<file path="src/rtl/jspi_pkg.sv">
`timescale 1ns/1ps
package jspi_pkg;

  typedef enum logic [3:0] {
    ST_RESET,  ST_IDLE,
    ST_SEL_DR, ST_CAP_DR, ST_SH_DR, ST_EX1_DR, ST_PAU_DR, ST_EX2_DR, ST_UPD_DR,
    ST_SEL_IR, ST_CAP_IR, ST_SH_IR, ST_EX1_IR, ST_PAU_IR, ST_EX2_IR, ST_UPD_IR
  } tapState_e;

  // strobes from control to datapath, all decoded from the current state
  typedef struct packed {
    logic inReset;
    logic capIr;
    logic shIr;
    logic updIr;
    logic capDr;
    logic shDr;
  } tapStrobe_t;

  function automatic tapState_e tapNext(input tapState_e cur, input logic m);
    tapState_e nxt;
    case (cur)
      ST_RESET:  nxt = m ? ST_RESET  : ST_IDLE;
      ST_IDLE:   nxt = m ? ST_SEL_DR : ST_IDLE;
      ST_SEL_DR: nxt = m ? ST_SEL_IR : ST_CAP_DR;
      ST_CAP_DR: nxt = m ? ST_EX1_DR : ST_SH_DR;
      ST_SH_DR:  nxt = m ? ST_EX1_DR : ST_SH_DR;
      ST_EX1_DR: nxt = m ? ST_UPD_DR : ST_PAU_DR;
      ST_PAU_DR: nxt = m ? ST_EX2_DR : ST_PAU_DR;
      ST_EX2_DR: nxt = m ? ST_UPD_DR : ST_SH_DR;
      ST_UPD_DR: nxt = m ? ST_SEL_DR : ST_IDLE;
      ST_SEL_IR: nxt = m ? ST_RESET  : ST_CAP_IR;
      ST_CAP_IR: nxt = m ? ST_EX1_IR : ST_SH_IR;
      ST_SH_IR:  nxt = m ? ST_EX1_IR : ST_SH_IR;
      ST_EX1_IR: nxt = m ? ST_UPD_IR : ST_PAU_IR;
      ST_PAU_IR: nxt = m ? ST_EX2_IR : ST_PAU_IR;
      ST_EX2_IR: nxt = m ? ST_UPD_IR : ST_SH_IR;
      ST_UPD_IR: nxt = m ? ST_SEL_DR : ST_IDLE;
      default:   nxt = ST_RESET;
    endcase
    return nxt;
  endfunction

endpackage

</file>
<file path="src/rtl/jspi_tap_ctrl.sv">
`timescale 1ns/1ps
module jspi_tap_ctrl
  import jspi_pkg::*;
#(
  parameter int RESET_RUN = 5
) (
  input  logic       tck,
  input  logic       trstN,
  input  logic       tms,
  output tapStrobe_t strb
);

  localparam int RUN_W = $clog2(RESET_RUN + 1);

  tapState_e stateQ;

  always_ff @(posedge tck or negedge trstN) begin
    if (!trstN) stateQ <= ST_RESET;
    else        stateQ <= tapNext(stateQ, tms);
  end

  always_comb begin
    strb.inReset = (stateQ == ST_RESET);
    strb.capIr   = (stateQ == ST_CAP_IR);
    strb.shIr    = (stateQ == ST_SH_IR);
    strb.updIr   = (stateQ == ST_UPD_IR);
    strb.capDr   = (stateQ == ST_CAP_DR);
    strb.shDr    = (stateQ == ST_SH_DR);
  end

  // independent count of consecutive high tms samples, used only to check R2
  logic [RUN_W-1:0] tmsRun;
  always_ff @(posedge tck or negedge trstN) begin
    if (!trstN)                      tmsRun <= '0;
    else if (!tms)                   tmsRun <= '0;
    else if (tmsRun != RUN_W'(RESET_RUN)) tmsRun <= tmsRun + 1'b1;
  end

  p_five_high_reset_r2: assert property (@(posedge tck) disable iff (!trstN)
    (tmsRun == RUN_W'(RESET_RUN)) |-> (stateQ == ST_RESET));

  // a bridge transaction stays open while tms is low in SHIFT-DR
  p_shift_dr_hold_r6: assert property (@(posedge tck) disable iff (!trstN)
    (stateQ == ST_SH_DR && !tms) |=> (stateQ == ST_SH_DR));

endmodule

</file>
<file path="src/rtl/jspi_tap_datapath.sv">
`timescale 1ns/1ps
module jspi_tap_datapath
  import jspi_pkg::*;
#(
  parameter int                   IR_WIDTH     = 6,
  parameter int                   ID_WIDTH     = 32,
  parameter logic [ID_WIDTH-1:0]  IDCODE_VALUE = 32'h4B7A_1C2F,
  parameter logic [IR_WIDTH-1:0]  USER_OP      = 6'h02,
  parameter logic [IR_WIDTH-1:0]  IDCODE_OP    = 6'h01
) (
  input  logic       tck,
  input  logic       trstN,
  input  logic       tdi,
  input  logic       spiMiso,
  input  tapStrobe_t strb,
  output logic       tdo,
  output logic       spiCsN
);

  localparam logic [IR_WIDTH-1:0] IR_CAPTURE = {{(IR_WIDTH-2){1'b0}}, 2'b01};
  localparam logic [ID_WIDTH-1:0] ID_CONST   = {IDCODE_VALUE[ID_WIDTH-1:1], 1'b1};

  logic [IR_WIDTH-1:0] irShift;
  logic [IR_WIDTH-1:0] irQ;
  logic [ID_WIDTH-1:0] idShift;
  logic                bypassQ;
  logic                misoQ;
  logic                tdoQ;
  logic                tdoNext;
  logic                selUser;
  logic                selIdcode;

  // instruction shift stage
  always_ff @(posedge tck or negedge trstN) begin
    if (!trstN)          irShift <= IR_CAPTURE;
    else if (strb.capIr) irShift <= IR_CAPTURE;
    else if (strb.shIr)  irShift <= {tdi, irShift[IR_WIDTH-1:1]};
  end

  // instruction hold stage
  always_ff @(posedge tck or negedge trstN) begin
    if (!trstN)            irQ <= IDCODE_OP;
    else if (strb.inReset) irQ <= IDCODE_OP;
    else if (strb.updIr)   irQ <= irShift;
  end

  assign selUser   = (irQ == USER_OP);
  assign selIdcode = (irQ == IDCODE_OP);

  // identification register
  always_ff @(posedge tck or negedge trstN) begin
    if (!trstN)                       idShift <= ID_CONST;
    else if (strb.capDr && selIdcode) idShift <= ID_CONST;
    else if (strb.shDr && selIdcode)  idShift <= {tdi, idShift[ID_WIDTH-1:1]};
  end

  // bypass register
  always_ff @(posedge tck or negedge trstN) begin
    if (!trstN)          bypassQ <= 1'b0;
    else if (strb.capDr) bypassQ <= 1'b0;
    else if (strb.shDr)  bypassQ <= tdi;
  end

  // flash output retiming: rising-edge capture
  always_ff @(posedge tck or negedge trstN) begin
    if (!trstN) misoQ <= 1'b0;
    else        misoQ <= spiMiso;
  end

  always_comb begin
    if (strb.shIr)        tdoNext = irShift[0];
    else if (strb.shDr) begin
      if (selUser)        tdoNext = misoQ;
      else if (selIdcode) tdoNext = idShift[0];
      else                tdoNext = bypassQ;
    end
    else                  tdoNext = 1'b0;
  end

  // falling-edge launch
  always_ff @(negedge tck or negedge trstN) begin
    if (!trstN) tdoQ <= 1'b0;
    else        tdoQ <= tdoNext;
  end

  assign tdo    = tdoQ;
  assign spiCsN = ~(strb.shDr & selUser);

  p_ir_reset_load_r1: assert property (@(posedge tck) disable iff (!trstN)
    strb.inReset |=> (irQ == IDCODE_OP));

  p_ir_capture_r3: assert property (@(posedge tck) disable iff (!trstN)
    strb.capIr |=> (irShift[1:0] == 2'b01));

  p_bypass_zero_r5: assert property (@(posedge tck) disable iff (!trstN)
    (strb.capDr && !selUser && !selIdcode) |=> (bypassQ == 1'b0));

  p_ir_stable_cs_r6: assert property (@(posedge tck) disable iff (!trstN)
    (!spiCsN && $past(!spiCsN)) |-> $stable(irQ));

endmodule

</file>
<file path="src/rtl/jspi_bridge_tap.sv">
`timescale 1ns/1ps
module jspi_bridge_tap
  import jspi_pkg::*;
#(
  parameter int                   IR_WIDTH     = 6,
  parameter int                   ID_WIDTH     = 32,
  parameter logic [ID_WIDTH-1:0]  IDCODE_VALUE = 32'h4B7A_1C2F,
  parameter logic [IR_WIDTH-1:0]  USER_OP      = 6'h02,
  parameter logic [IR_WIDTH-1:0]  IDCODE_OP    = 6'h01
) (
  input  logic tck,
  input  logic trstN,
  input  logic tms,
  input  logic tdi,
  output logic tdo,
  output logic spiSck,
  output logic spiMosi,
  output logic spiCsN,
  input  logic spiMiso
);

  tapStrobe_t strb;

  jspi_tap_ctrl #(.RESET_RUN(5)) uCtrl (
    .tck   (tck),
    .trstN (trstN),
    .tms   (tms),
    .strb  (strb)
  );

  jspi_tap_datapath #(
    .IR_WIDTH     (IR_WIDTH),
    .ID_WIDTH     (ID_WIDTH),
    .IDCODE_VALUE (IDCODE_VALUE),
    .USER_OP      (USER_OP),
    .IDCODE_OP    (IDCODE_OP)
  ) uData (
    .tck     (tck),
    .trstN   (trstN),
    .tdi     (tdi),
    .spiMiso (spiMiso),
    .strb    (strb),
    .tdo     (tdo),
    .spiCsN  (spiCsN)
  );

  // the flash sees the test clock and test data unchanged
  assign spiSck  = tck;
  assign spiMosi = tdi;

endmodule

</file>
<file path="config.mk">
export PLATFORM = sky130hd
export DESIGN_NAME = jspi_bridge_tap
export DESIGN_NICKNAME = d
export VERILOG_FILES = /design/src/rtl/jspi_pkg.sv /design/src/rtl/jspi_tap_ctrl.sv /design/src/rtl/jspi_tap_datapath.sv /design/src/rtl/jspi_bridge_tap.sv
export SDC_FILE = /design/constraint.sdc
export NUM_CORES = 1
export LEC_CHECK = 0
export BUFFER_PORTS_ARGS = -buffer_cell sky130_fd_sc_hd__buf_2
export CAP_MARGIN = 0
export CORE_MARGIN = 2
export CORE_UTILIZATION = 65
export CTS_CLUSTER_SIZE = 24
export DETAILED_ROUTE_END_ITERATION = 10
export PLACE_DENSITY = 0.83
export SETUP_SLACK_MARGIN = 0.02
export SKIP_CTS_REPAIR_TIMING = 1
export SYNTH_ARGS = -nofsm -noshare
export SYNTH_HDL_FRONTEND = slang
export SYNTH_SLANG_ARGS = --single-unit
</file>
<file path="constraint.sdc">
create_clock -name tck -period 3.2 [get_ports tck]
set_input_delay 0.16 -clock tck [delete_from_list [all_inputs] [get_ports tck]]
set_output_delay 0.16 -clock tck [all_outputs]
set_load 0.03 [all_outputs]
</file>
==> After elaboration in Yosys (flattened, before gate mapping) <==
Index checks and enable logic that the tools add are counted.
{ "classes": {"eq_ne": 17, "muxes": 25, "bitwise_logic": 2, "n_reduce_logical": 10} }
{ "op_table": {"columns": ["operator", "n"], "rows": [
  ["$mux W32", 2],
  ["$pmux W4 S12", 1],
  ["$eq A4 B4 Y1 const B", 8],
  ["$mux W6", 4],
  ["$eq A4 B3 Y1 const B", 4],
  ["$mux W4", 4],
  ["$mux W1", 9],
  ["$eq A4 B2 Y1 const B", 2],
  ["$reduce_bool A2 Y1", 4],
  ["$eq A6 B1 Y1 const B", 1],
  ["$eq A6 B2 Y1 const B", 1],
  ["$mux W2", 3],
  ["$mux W3", 2],
  ["$eq A4 B1 Y1 const B", 1],
  ["$logic_not A4 Y1", 1],
  ["$reduce_or A2 Y1", 2],
  ["$reduce_or A3 Y1", 1],
  ["$logic_and A1 B1 Y1", 2],
  ["$and A1 B1 Y1", 1],
  ["$not A1 Y1", 1]
]} }
{ "word_totals": {"regBits": 51, "output_inout_bits": 4, "word_cells": 61} }

==> Longest topological paths before layout <==
Gate-level depths: netlist (run 1).
{ "logic_depth": {"ltp_word": 5, "depth_mapped": 7, "mapped_depth_nobuf": 4} }

==> Cells and area by module <==
From an unflattened synthesis (run 1), not the netlist that was laid out.
{ "unflattened": {"hier_cells": 204, "hier_area_um2": 2279.7} }
{ "by_module_without_submodules": {"columns": ["mod", "n_inst", "seq_area_each_um2", "cells_each", "area_per_inst_um2"], "rows": [
  ["jspi_tap_datapath", 1, 1199.9, 152, 1890.6],
  ["jspi_tap_ctrl", 1, 100.1, 50, 374.1],
  ["jspi_bridge_tap", 1, 0.0, 2, 15.0]
]} }

==> impl_metrics.yaml, run 1 <==
grt:
  use_met1: 0.3439
  grt.met3_usage: 0.06849
  grt_max_degree: 51
  grt_pass1_wl_um: 8045
  grt_overflow: 0
  global_route.usage.met2: 0.3852
  top_usage_layer: "met2"
  grt_usage: 0.2576
  antenna_found_initial: 0
  grt_pass1_vias: 1764
synth:
  synth_cells: 253
  synth_cell_types: 34
  ys_warn_count: 0
  ys_ff_latch: 51
  syn-cell-area_um2: 2444
  synthesis.nets: 258
  ys_seq_area_frac: 0.5320
  syn-mean-instance-area_um2: 9.658
placement:
  place_congestion: 0.7869
  dp_cells: 300
  dp_hpwl_um: 2965
  portBuffers: 8
  place_ws_ns: 0.2201
timing:
  rsz0062_at_grt: "no"
  fin_ws_ns: 0.2172
  final-hold-violation-count: 0
  slew_headroom: 0.5187
  setup_viol: 0
  timing.setup.tns_ns: 0
  final_max_slew_viol_count: 0
  worstMarginPinSlew_ns: 0.7185
  finClkSkew_ns: 0.01801
finish:
  final_cell_mix: "nand2_1, dfrtp_1, o21ai_2"
  nFillCells: 260
  final_common_cell: "nand2_1"
  diodes: 0
  fin_util: 0.7428
  drive_above_1_share: 0.2981
  layout.nets: 269
  area.growth.synth_to_final_pct: 10.45
  layoutNonFillerInstCount: 313
drt:
  routed_wl_um: 4468
  ant_nets: 0
  vias: 1800
  first_pass_iters: 4
  avgViaCountPerCell: 5.751
  drc: 0
  first_iter_violations: 136
  wl_per_cell_um: 14.27
die:
  core-area_um2: 3633
  fp.dieW_um: 65.32
  ioPinCount: 9
  fp.dieH_um: 65.32
  dieArea_um2: 4266
  start_util: 0.6725
  rows: 22
critical_path:
  crit_required_ns: 1.88
  path_cells: "nor4_4, nand2_1, a211oi_1, o21ai_0"
  worst_path_largest_cell_delay_ns: 0.43
  crit_buf_inv: 0
  rr_worst_depth: 4
  crit_path_start_kind: "register"
  cp_num_cells: 4
  worst-path-max-fanout: 3
  crit_type: "reg -> reg"
  crit_path_end_kind: "register"
  crit_family: "simple AND/OR/NAND/NOR gates"
  worstPathArrival_ns: 1.66
  cpMaxStageDelayCell: "dfrtp_1"
pwr:
  leakage_nw: 1.138
  power_density_nw_per_um2: 1050
  p_sw_mw: 1.136
  power.ir.vdd_worst_uv: 742.4
  power_mw: 2.833
  p_seq_frac: 0.403
  switching_share: 0.4008
  comb_power_share: 0.391
  p_int_mw: 1.697
  pwr-share-clk: 0.206
clock_network:
  cts_tree: "yes"
  clk_pin_slew_ns: 0.09
  clock_latency_ns: 0.43
worst_hold_path:
  hold_depth: 3
  holdCritPathClass: "in -> reg"
flow_run:
  maxCapViolations: 0
status:
  outcome: "finished, final reports clean"
[synth_stat cells (all sizes together)]
cell type  number  area, µm²
a21oi          13      65.06
clkinv          1      3.750
a221o           1      10.01
nand4           3      18.77
nor3            1      16.27
o21ai          46      335.3
a221oi          1      8.760
o211ai          1      21.27
and3            2      12.51
nor4bb          1      10.01
dfstp          19      499.2
nand2          62      232.7
buf            15      112.6
nor2b           2      12.51
o31ai           1      7.510
a31oi           2      12.51
nand3           3      15.01
nor2           25      93.84
or2             1      6.260
nor4            1      21.27
a21o            1      7.510
dfrtp          31      775.7
dfrtn           1      25.02
clkbuf          3      11.26
nand2b          1      6.260
inv             5      18.77
xor2            1      8.760
a211oi          1      7.510
nor4b           1      23.77
o22ai           7      43.79
[cells by family after synthesis]
| logic type | synth area share |
|---|---|
| flip-flops | 0.5320 |
| buffers and inverters | 0.05991 |
| AND/OR/NAND/NOR | 0.1920 |
| AO/OA/AOI/OAI | 0.2125 |
| XOR/XNOR | 0.003585 |
[tightest hold or removal path: cells and delay by family]
kind | cells | cell delay, ns
buffers and inverters | 1 | 0.11
AND/OR/NAND/NOR | 1 | 0.06
AO/OA/AOI/OAI | 1 | 0.06
[worst paths after layout]
check / from / to / slack (ns)
setup / recovery: uData.irQ[3] / uData.tdo / 0.22
hold / removal: tdi / uData.irShift[5] / 0.002
setup reg to reg: uData.irQ[3] / uData.tdo / 0.22
hold reg to reg: uData.idShift[0] / uData.idShift[0] / 0.47
max in group asynchronous: trstN / uData.tdo / 1.53
min in group asynchronous: trstN / uData.idShift[31] / 0.42
[cell type report]
class | count | area [µm²] | area share
Sequential cell | 51 | 1300 | 0.4817
Multi-Input combinational cell | 178 | 1012 | 0.3751
Inverter | 6 | 22.52 | 0.008345
Clock inverter | 2 | 37.54 | 0.01391
Timing Repair Buffer | 18 | 147.6 | 0.05471
Clock buffer | 10 | 118.9 | 0.04404
Tap cell | 48 | 60.06 | 0.02225
[per-stage QoR]
stage               cell area (µm²)  hold slack [ns]
floorplan                      2444          -0.1356
global placement               2527           0.2694
detailed placement             2527           0.2694
CTS                            2679          -0.1786
global route                   2699          0.03367
finish                         2699         0.001791
[power groups by stage]
stage	registers [mW]	clock network, mW	logic (mW)
after floorplan	1.07	0.0468	0.921
after global placement	1.14	0.0394	1.06
after detailed placement	1.15	0.0394	1.11
after CTS	1.14	0.598	1.12
after global routing	1.17	0.622	1.26
final	1.14	0.583	1.11
[sequential cells by signal (all words and copies together) (netlist names)]
signal and count:
uData.idShift 32, uCtrl.stateQ 4, uData.irShift 6, uData.irQ 6, uData.bypassQ 1, uData.misoQ 1
uData.tdo 1
[metal layers]
| layer | up-vias | share of wire |
|---|---|---|
| met5 | - | 0 |
| met2 | 38 | 0.48 |
| met4 | 0 | 0.017 |
| li1 | 884 | - |
| met3 | 7 | 0.044 |
| met1 | 871 | 0.46 |
No activity file was read; power rests on OpenSTA's default activity.
==> run 2: changes to the inputs <==
--- a/config.mk
+++ b/config.mk
@@ -8,10 +8,10 @@
 export BUFFER_PORTS_ARGS = -buffer_cell sky130_fd_sc_hd__buf_2
 export CAP_MARGIN = 0
 export CORE_MARGIN = 2
-export CORE_UTILIZATION = 65
+export CORE_UTILIZATION = 61
 export CTS_CLUSTER_SIZE = 24
 export DETAILED_ROUTE_END_ITERATION = 10
-export PLACE_DENSITY = 0.83
+export PLACE_DENSITY = 0.79
 export SETUP_SLACK_MARGIN = 0.02
 export SKIP_CTS_REPAIR_TIMING = 1
 export SYNTH_ARGS = -nofsm -noshare
==> constraint.sdc (replaced) <==
create_clock -name tck -period 2.75 [get_ports tck]
set_input_delay 0.1375 -clock tck [delete_from_list [all_inputs] [get_ports tck]]
set_output_delay 0.1375 -clock tck [all_outputs]
set_load 0.03 [all_outputs]
==> impl_metrics.yaml, run 2 (synthesis results as in run 1) <==
drt:
  vias: 1723
  met1_length_um: 1936
  first_pass_iters: 4
  wl_per_cell_um: 13.32
  wl_met3_um: 134
  routed_wl_um: 4208
  met2_length_um: 2060
  highest_layer: "met4"
  ant_nets: 0
  first_iter_violations: 167
  avgViaCountPerCell: 5.453
  drc: 0
timing:
  fin_ws_ns: 0.06847
  final-hold-violation-count: 1
  rsz0062_at_grt: "yes"
  finClkSkew_ns: 0.01771
  final_max_slew_viol_count: 0
  slew_headroom: 0.5119
  setup_viol: 0
  timing.setup.tns_ns: 0
  holdWs_ns: -0.005512
  worstMarginPinSlew_ns: 0.7322
status:
  violations: "negative hold slack"
  outcome: "complete, but fails checks"
finish:
  drive_above_1_share: 0.3045
  final_cell_mix: "nand2_1, dfrtp_1, o21ai_2"
  top_regs: "uData.idShift: 32 flops, uData.irQ: 6 flops, uData.irShift: 6 flops"
  largest_reg_flops: 32
  final_common_cell: "nand2_1"
  fin_util: 0.6806
  design_area_um2: 2664
  layout.nets: 270
  diodes: 0
  largest_register: "uData.idShift"
  area.growth.synth_to_final_pct: 9.012
  layoutNonFillerInstCount: 316
critical_path:
  crit_path_start_kind: "register"
  cpMaxStageDelayCell: "dfrtp_1"
  crit_required_ns: 1.64
  timing.rr.start: "uData.irQ[3]"
  worstPathArrival_ns: 1.58
  path_cells: "nor4_4, nand2_1, a211oi_2, o21ai_1"
  crit_path_end_kind: "register"
  crit_start: "uData.irQ[3]"
  crit_buf_inv: 0
  worst_path_largest_cell_delay_ns: 0.43
  worst-path-max-fanout: 3
  crit_type: "reg -> reg"
  crit_family: "simple AND/OR/NAND/NOR gates"
worst_hold_path:
  holdCritPathClass: "in -> reg"
  worstHoldStart: "tdi"
die:
  rows: 23
  fp.dieW_um: 67.29
  ioPinCount: 9
  start_util: 0.6244
  dieArea_um2: 4528
  fp.dieH_um: 67.29
  core-area_um2: 3914
flow_run:
  maxCapViolations: 0
placement:
  place_congestion: 0.8723
  dp_cells: 303
  placed_cell_area_um2: 2512
  dp_hpwl_um: 2695
  portBuffers: 8
  place_ws_ns: 0.01691
clock_network:
  cts_tree: "yes"
  clk_pin_slew_ns: 0.08
  clock_latency_ns: 0.42
pwr:
  leakage_nw: 1.121
  power.ir.vdd_worst_uv: 733.6
  power_density_nw_per_um2: 1190
grt:
  grt_pass1_wl_um: 7424
  grt_usage: 0.2258
  grt_pass1_vias: 1590
  grt_max_degree: 64
  antenna_found_initial: 0
  grt_overflow: 0
-- run 2: cell count changes in the layout (fill, tap and decap cells not counted) --
| cell | previous run | this run |
|---|---|---|
| buf_4 | 7 | 10 |
| buf_12 | 2 | 0 |
| a211oi_1 | 1 | 0 |
| a211oi_2 | 0 | 1 |
| bufinv_16 | 1 | 0 |
| clkinv_2 | 0 | 1 |
| o21ai_0 | 16 | 15 |
| o21ai_1 | 2 | 3 |
-- run 2: per-stage QoR --
stage	total power, mW	hold slack (ns)
2_1_floorplan	2.371	-0.1581
3_3_place_gp	2.589	0.2471
3_5_place_dp	2.637	0.2508
4_1_cts	3.177	-0.1756
5_1_grt	3.436	0.01745
6_report	3.169	-0.005512
-- run 2: worst reg2reg max path, delay by kind of cell, from the launching register on --
family	cells	cell delay (ns)
DFF	1	0.43
AOI/OAI and AO/OA	2	0.29
and+or+nand+nor	2	0.45
-- run 2: layout make-up --
cell class	instances	area [µm²]
clock buffers	10	118.9
clock inverters	2	12.51
fillers	331	1250
inverters	6	22.52
multi-input cells	178	1017
flip-flops and latches	51	1300
well taps	50	62.56
repair buffers	19	130.1
-- run 2: power breakdown --
| group | switching, mW | internal, mW |
|---|---|---|
| Combinational | 0.797 | 0.498 |
| Clock | 0.300 | 0.281 |
| Sequential | 0.201 | 1.09 |
| Total | 1.30 | 1.87 |
-- run 2: routing by layer --
metal  vias up  global-route usage
met4         0              0.1301
met5         -                   0
met2        31              0.3441
met1       800              0.2890
met3         8             0.06333
li1        884                   -
-- run 2: final timing paths --
path	cells after the start	to	slack (ns)
min	3	uData.irShift[5]	-0.006
min in group asynchronous	3	uData.idShift[28]	0.40
max reg2reg	4	uData.tdo	0.07
max	4	uData.tdo	0.07
max in group asynchronous	2	uData.tdo	1.32
min reg2reg	2	uData.idShift[1]	0.48
==> run 3: changes to the inputs <==
--- a/config.mk
+++ b/config.mk
@@ -7,11 +7,13 @@
 export LEC_CHECK = 0
 export BUFFER_PORTS_ARGS = -buffer_cell sky130_fd_sc_hd__buf_2
 export CAP_MARGIN = 0
+export CELL_PAD_IN_SITES_DETAIL_PLACEMENT = 2
+export CELL_PAD_IN_SITES_GLOBAL_PLACEMENT = 2
 export CORE_MARGIN = 2
-export CORE_UTILIZATION = 61
+export CORE_UTILIZATION = 39
 export CTS_CLUSTER_SIZE = 24
 export DETAILED_ROUTE_END_ITERATION = 10
-export PLACE_DENSITY = 0.79
+export PLACE_DENSITY_LB_ADDON = 0.1
 export SETUP_SLACK_MARGIN = 0.02
 export SKIP_CTS_REPAIR_TIMING = 1
 export SYNTH_ARGS = -nofsm -noshare
==> impl_metrics.yaml, run 3 (synthesis results as in run 1) <==
status:
  outcome: "complete, but fails checks"
  violations: "negative setup slack"
flow_run:
  maxCapViolations: 0
critical_path:
  worstPathArrival_ns: 1.66
  crit_path_end_kind: "register"
  crit_top_cell: "buf_4"
  crit_required_ns: 1.64
  crit_path_start_kind: "register"
  path_cells: "nor4_4, buf_4, buf_4, and3_1, a211oi_2, o21ai_1"
  worst_path_largest_cell_delay_ns: 0.43
  cpMaxStageDelayCell: "dfrtp_1"
  crit_buf_inv: 2
  crit_type: "reg -> reg"
  regToRegSetupSlack_ns: -0.02
  crit_family: "flip-flops"
  worst-path-max-fanout: 3
die:
  core-area_um2: 5991
  ioPinCount: 9
  dieArea_um2: 6915
  fp.dieH_um: 83.16
  start_util: 0.4079
  rows: 28
  fp.dieW_um: 83.16
drt:
  ant_nets: 0
  routed_wl_um: 5873
  drc: 0
  avgViaCountPerCell: 5.394
  first_pass_iters: 4
  wl_per_cell_um: 17.02
  first_iter_violations: 80
  vias: 1861
clock_network:
  cts_tree: "yes"
  clk_pin_slew_ns: 0.09
  clock_latency_ns: 0.42
placement:
  place_ws_ns: -0.08699
  place_congestion: 0.7136
  dp_hpwl_um: 3793
  portBuffers: 8
finish:
  diodes: 0
  top_regs: "uData.idShift: 32 flops, uData.irQ: 6 flops, uData.irShift: 6 flops"
  largest_reg_flops: 32
  largest_register: "uData.idShift"
  layout.nets: 274
  final_common_cell: "nand2_1"
  nFillCells: 648
  drive_above_1_share: 0.3222
  area.growth.synth_to_final_pct: 13.72
  final_cell_mix: "nand2_1, dfrtp_1, o21ai_2"
grt:
  grt_max_degree: 64
  grt_overflow: 0
  antenna_found_initial: 0
  grt_pass1_wl_um: 9832
  grt_pass1_vias: 1970
  grt_usage: 0.1787
timing:
  holdWs_ns: 0.009235
  final-hold-violation-count: 0
  fin_ws_ns: -0.01967
  final_max_slew_viol_count: 0
  finClkSkew_ns: 0.01494
  worstMarginPinSlew_ns: 0.7614
  rsz0062_at_grt: "yes"
  slew_headroom: 0.4924
  setup_viol: 1
pwr:
  power.ir.vdd_worst_uv: 458.7
  power_density_nw_per_um2: 1268
  leakage_nw: 1.166
worst_hold_path:
  holdCritPathClass: "in -> reg"
[run 3: worst paths after layout]
| kind | cells past startpoint | from | to |
|---|---|---|---|
| min | 3 | tdi | uData.irShift[5] |
| max | 6 | uData.irQ[3] | uData.tdo |
| min reg2reg | 2 | uData.idShift[30] | uData.idShift[30] |
| max reg2reg | 6 | uData.irQ[3] | uData.tdo |
| max in group asynchronous | 2 | trstN | uData.tdo |
| min in group asynchronous | 3 | trstN | uData.idShift[18] |
[run 3: power by group]
group | internal [mW] | total, mW | switching (mW)
registers | 1.09 | 1.32 | 0.231
logic | 0.542 | 1.42 | 0.877
clock network | 0.466 | 0.783 | 0.317
[run 3: layout make-up]
type / count / area [µm²] / area share
Clock inverter: 3 / 67.56 / 0.02431
Inverter: 6 / 22.52 / 0.008104
Clock buffer: 9 / 115.1 / 0.04142
Timing Repair Buffer: 23 / 160.2 / 0.05763
Sequential cell: 51 / 1300 / 0.4678
Tap cell: 75 / 93.84 / 0.03377
Multi-Input combinational cell: 178 / 1020 / 0.3670
[run 3: layer usage]
layer	share of wire	GRT usage	up-vias
met2	0.53	0.3130	15
met5	0	0	-
met3	0.015	0.02982	8
met4	0.016	0.06855	0
met1	0.44	0.2193	951
li1	-	-	887
[run 3: stage by stage]
step	power (mW)	std cells	utilization	TNS [ns]	instance area (µm²)
finish	3.525	345	0.4639	-0.01967	2779
detailed placement	2.804	332	0.4296	-0.08699	2574
global route	3.802	345	0.4639	-0.09382	2779
global placement	2.701	332	0.4296	-0.0008786	2574
floorplan	2.371	253	-	0	2444
CTS	3.574	343	0.4593	-0.1090	2751
[run 3: tightest hold or removal path, delay by kind of cell]
| family | cells | cell delay (ns) |
|---|---|---|
| buf+inv | 1 | 0.12 |
| compound gates | 1 | 0.07 |
| simple gates | 1 | 0.06 |
